$ cat src/rtl/mm_line_arbiter.sv
`timescale 1ns/1ps
module mm_line_arbiter #(
  parameter int SYNC_STAGES = 2
) (
  input  logic clk,
  input  logic rst_n,
  input  logic tx_active,
  input  logic sda_want,
  input  logic scl_want,
  input  logic stage_data,
  input  logic bus_start,
  input  logic clr_lost,
  input  logic sda_in,
  input  logic scl_in,
  output logic sda_oe,
  output logic scl_oe,
  output logic lost,
  output logic lost_in_data,
  output logic retry_req,
  output logic slave_keep
);
  localparam int SW = (SYNC_STAGES < 1) ? 1 : SYNC_STAGES;

  logic [SW-1:0] sda_sh, scl_sh;
  logic scl_prev, lost_q, stage_q;

  wire sda_s    = sda_sh[SW-1];
  wire scl_s    = scl_sh[SW-1];
  wire scl_rise = scl_s & ~scl_prev;
  wire clear    = bus_start | clr_lost;
  wire lose_now = tx_active & sda_want & ~lost_q & scl_rise & ~sda_s;

  always_ff @(posedge clk or negedge rst_n) begin
    if (!rst_n) begin
      sda_sh   <= '1;
      scl_sh   <= '1;
      scl_prev <= 1'b1;
    end else begin
      sda_sh[0] <= sda_in;
      scl_sh[0] <= scl_in;
      for (int i = 1; i < SW; i++) begin
        sda_sh[i] <= sda_sh[i-1];
        scl_sh[i] <= scl_sh[i-1];
      end
      scl_prev <= scl_s;
    end
  end

  always_ff @(posedge clk or negedge rst_n) begin
    if (!rst_n) begin
      lost_q  <= 1'b0;
      stage_q <= 1'b0;
    end else if (clear) begin
      lost_q  <= 1'b0;
      stage_q <= 1'b0;
    end else if (lose_now) begin
      lost_q  <= 1'b1;
      stage_q <= stage_data;
    end
  end

  assign sda_oe       = tx_active & ~lost_q & ~sda_want;
  assign scl_oe       = tx_active & ~lost_q & ~scl_want;
  assign lost         = lost_q;
  assign lost_in_data = stage_q;
  assign retry_req    = lost_q & stage_q;
  assign slave_keep   = lost_q & ~stage_q;
endmodule


$ cat config.mk
export PLATFORM = sky130hd
export DESIGN_NAME = mm_line_arbiter
export DESIGN_NICKNAME = d
export VERILOG_FILES = /design/src/rtl/mm_line_arbiter.sv
export SDC_FILE = /design/constraint.sdc
export NUM_CORES = 1
export LEC_CHECK = 0
export ABC_AREA = 0
export BUFFER_PORTS_ARGS = -buffer_cell sky130_fd_sc_hd__buf_2
export CAP_MARGIN = 20
export CORE_AREA = 2 2 39 41
export CTS_BUF_LIST = sky130_fd_sc_hd__clkbuf_8 sky130_fd_sc_hd__clkbuf_16
export CTS_CLUSTER_DIAMETER = 30
export CTS_CLUSTER_SIZE = 40
export DETAILED_ROUTE_END_ITERATION = 12
export DIE_AREA = 0 0 41 43
export PLACE_DENSITY = 0.45
export SYNTH_ARGS = -nofsm -noshare
export SYNTH_HDL_FRONTEND = slang
export SYNTH_SLANG_ARGS = --single-unit
$ cat constraint.sdc
create_clock -name clk -period 1.05 [get_ports clk]
set_input_delay 0.105 -clock clk [delete_from_list [all_inputs] [get_ports clk]]
set_output_delay 0.105 -clock clk [all_outputs]
set_load 0.02 [all_outputs]
==> flow_metrics.py <==
metrics = {
    "cells_and_area": {
        "stdcell_count": 59,
        "layout-drive-gt1-share_pct": 74.42,
        "syn_to_final_growth_pct": 79.65,
        "fin_nets": 54,
        "antenna_cells": 0,
        "post-route-util_pct": 36.71,
        "n_fill_cell": 133,
    },
    "outcome": {
        "violations": "setup timing",
        "status": "complete, but fails checks",
    },
    "setup_path": {
        "r2r-end": "lost_in_data",
        "cp_max_fo": 5,
        "worst-setup-path-type": "flop to output pin",
        "reg2regPathDepth": 4,
        "crit_path_start_kind": "flop",
        "regToRegSetupSlack_ps": -30,
        "arrival_ps": 1010,
        "reg2reg_from": "lost",
        "critPathCaptureType": "output pin",
        "critPathRequiredTime_ps": 940,
    },
    "sta": {
        "finalHoldViolations": 0,
        "slew_viol_final": 0,
        "finalSetupViolCount": 3,
        "fin_crit_sh_pct": 105.9,
        "rsz0062_at_grt": "true",
        "worst_slew_pin_slew_ps": 186.1,
        "relSlewSlack_pct": 87.55,
        "period_needed_ps": 1112,
        "worst_slack_ps": -61.55,
        "fmax_ghz": 0.8996,
        "skew_ps": 0.7283,
        "hold_slack_ps": 130.2,
    },
    "synth": {
        "synth_top_cells_by_count": "dfstp_2 (5), nor2_1 (3), dfrtp_1 (2), nand2_1 (2)",
        "synth_seq_area_share_pct": 64.16,
        "synthArstFlopShare_pct": 100.0,
        "yosysWarningCount": 0,
        "synth_top_area_share_pct": 46.46,
        "yosysTopAreaCell": "dfstp_2",
        "syn_area_um2": 282.8,
        "syn-num-nets": 29,
        "synth_area_leaders": "dfstp_2 (46%), dfrtp_1 (18%), nand4bb_4 (9.7%), nand2b_4 (4.9%), nor2_1 (4.0%)",
        "synth.distinct_cells": 11,
        "yosysMostFrequentCell": "dfstp_2",
        "syn_inst": 19,
        "synth-edff-count": 0,
        "synth_seq_cells": 7,
        "syn_avg_cell_area_um2": 14.88,
        "synth_ff_type": "dfstp_2",
    },
    "routing": {
        "routed_via_density": 3.814,
        "wl_um": 509,
        "drc": 0,
        "drt_iter0_drc": 0,
        "wl_per_cell_um": 8.627,
        "firstDrtPassIters": 1,
        "ant_nets": 0,
        "vias": 225,
    },
    "grt": {
        "grt_pass1_wl_um": 814,
        "grt_max_degree": 8,
        "grt_usage_pct": 7.426,
        "grt_pass1_vias": 221,
        "grt-ovfl-total": 0,
        "antenna_found_initial": 0,
    },
    "clock_tree": {
        "cts_buffers": 3,
        "clk_pin_slew_worst_paths_ps": 40,
        "htreeDepth": 1,
        "max-clock-path-buffers": 2,
        "root_buffer": "clkbuf_8",
        "clock_latency_ps": 230,
        "cts.sinks": 7,
        "cts_tree": "done",
    },
    "power_and_ir_drop": {
        "ir_drop_mv": 0.8120,
        "total_power_uw": 742.2,
        "power_density_mw_per_mm2": 1461,
        "p_leak_nw": 0.2313,
    },
    "die": {
        "fp.dieH_um": 43,
        "dieArea_mm2": 0.001763,
        "ios": 16,
        "dieWidth_um": 41,
        "core_mm2": 0.001384,
        "fp-row-count": 14,
        "start_util_pct": 20.43,
    },
    "placed_design": {
        "gp_congestion": 0.5610,
        "io_buffer_count": 15,
        "preCtsSetupSlack_ps": 30.06,
        "dp_cells": 50,
    },
    "min_path": {
        "min_to": "lost_in_data",
        "holdCritStartpoint": "stage_data",
        "hp-class": "input port to flop",
        "whs_path_depth": 3,
    },
    "job": {
        "maxCapViolCount": 0,
    },
}
worst max-delay path, stage by stage (launching register included):
cell and delay, ps:
dfrtp_1 400, nand2b_4 180, nor2_4 90, buf_6 120
placed cells by master (no fill, tap or decap), types with 2 or more instances in the layout:
master / synthesis / layout
buf_2: 0 / 11
buf_4: 0 / 3
nand2_1: 2 / 2
dlygate4sd3_1: 0 / 3
dfrtp_1: 2 / 2
buf_6: 0 / 3
dfstp_2: 5 / 5
clkbuf_8: 0 / 3
nor2_4: 1 / 3
area by class of cell:
type	count	area [µm²]	share of cell area, %
flip-flops and latches	7	181.4	35.71
repair buffers	20	141.4	27.83
multi-input cells	12	118.9	23.40
clock buffers	3	41.29	8.128
well taps	16	20.02	3.941
clock inverters	1	5.005	0.9852
logic make-up after synthesis:
kind of cell     synth area share (%)
flip-flops                      64.16
AND/OR/NAND/NOR                 29.65
AO/OA/AOI/OAI                   2.656
multiplexers                    3.540
report_power, final:
group	leakage [nW]	internal [mW]	switching [mW]
clock	0.0255	0.257	0.116
sequential	0.0805	0.289	0.00469
combinational	0.125	0.0426	0.0330
total	0.231	0.588	0.154
what timing repair did:
action | 4_1_cts | 5_1_grt
gates resized for setup | 4 | 8
pin swaps | 2 | 1
hold endpoints to repair | 9 | 0
hold buffers | 3 | 0
endpoints found under the setup margin | 3 | 5
setup buffers | 1 | 1
worst max path at each step:
| stage | slack (ps) | to | from |
|---|---|---|---|
| 3_3_place_gp | 50 | lost_in_data | scl_sh[1] |
| 2_1_floorplan | 10 | scl_oe | lost |
| 6_report | -60 | scl_oe | lost |
| 3_5_place_dp | 30 | lost_in_data | scl_sh[1] |
| 4_1_cts | -70 | sda_oe | lost |
| 5_1_grt | -110 | sda_oe | lost |
flip-flops by register name, summed over array words and instances (netlist names):
name and cells:
lost_in_data 1, scl_prev 1, lost 1, sda_sh 2
scl_sh 2
routing by layer:
metal | wire length (µm) | part of all wire [%] | global-route usage (%)
met5 | 0 | 0 | 0
met4 | 0 | 0 | 4.000
met3 | 56 | 11 | 6.283
met2 | 265 | 52 | 10.31
met1 | 188 | 37 | 7.383
per-stage QoR:
step	setup TNS [ps]	instance area (µm²)
2_1_floorplan	0	282.8
3_3_place_gp	0	377.9
3_5_place_dp	0	377.9
4_1_cts	-158.0	471.7
5_1_grt	-315.5	508.0
6_report	-148.3	508.0
(Power assumes the default switching activity.)
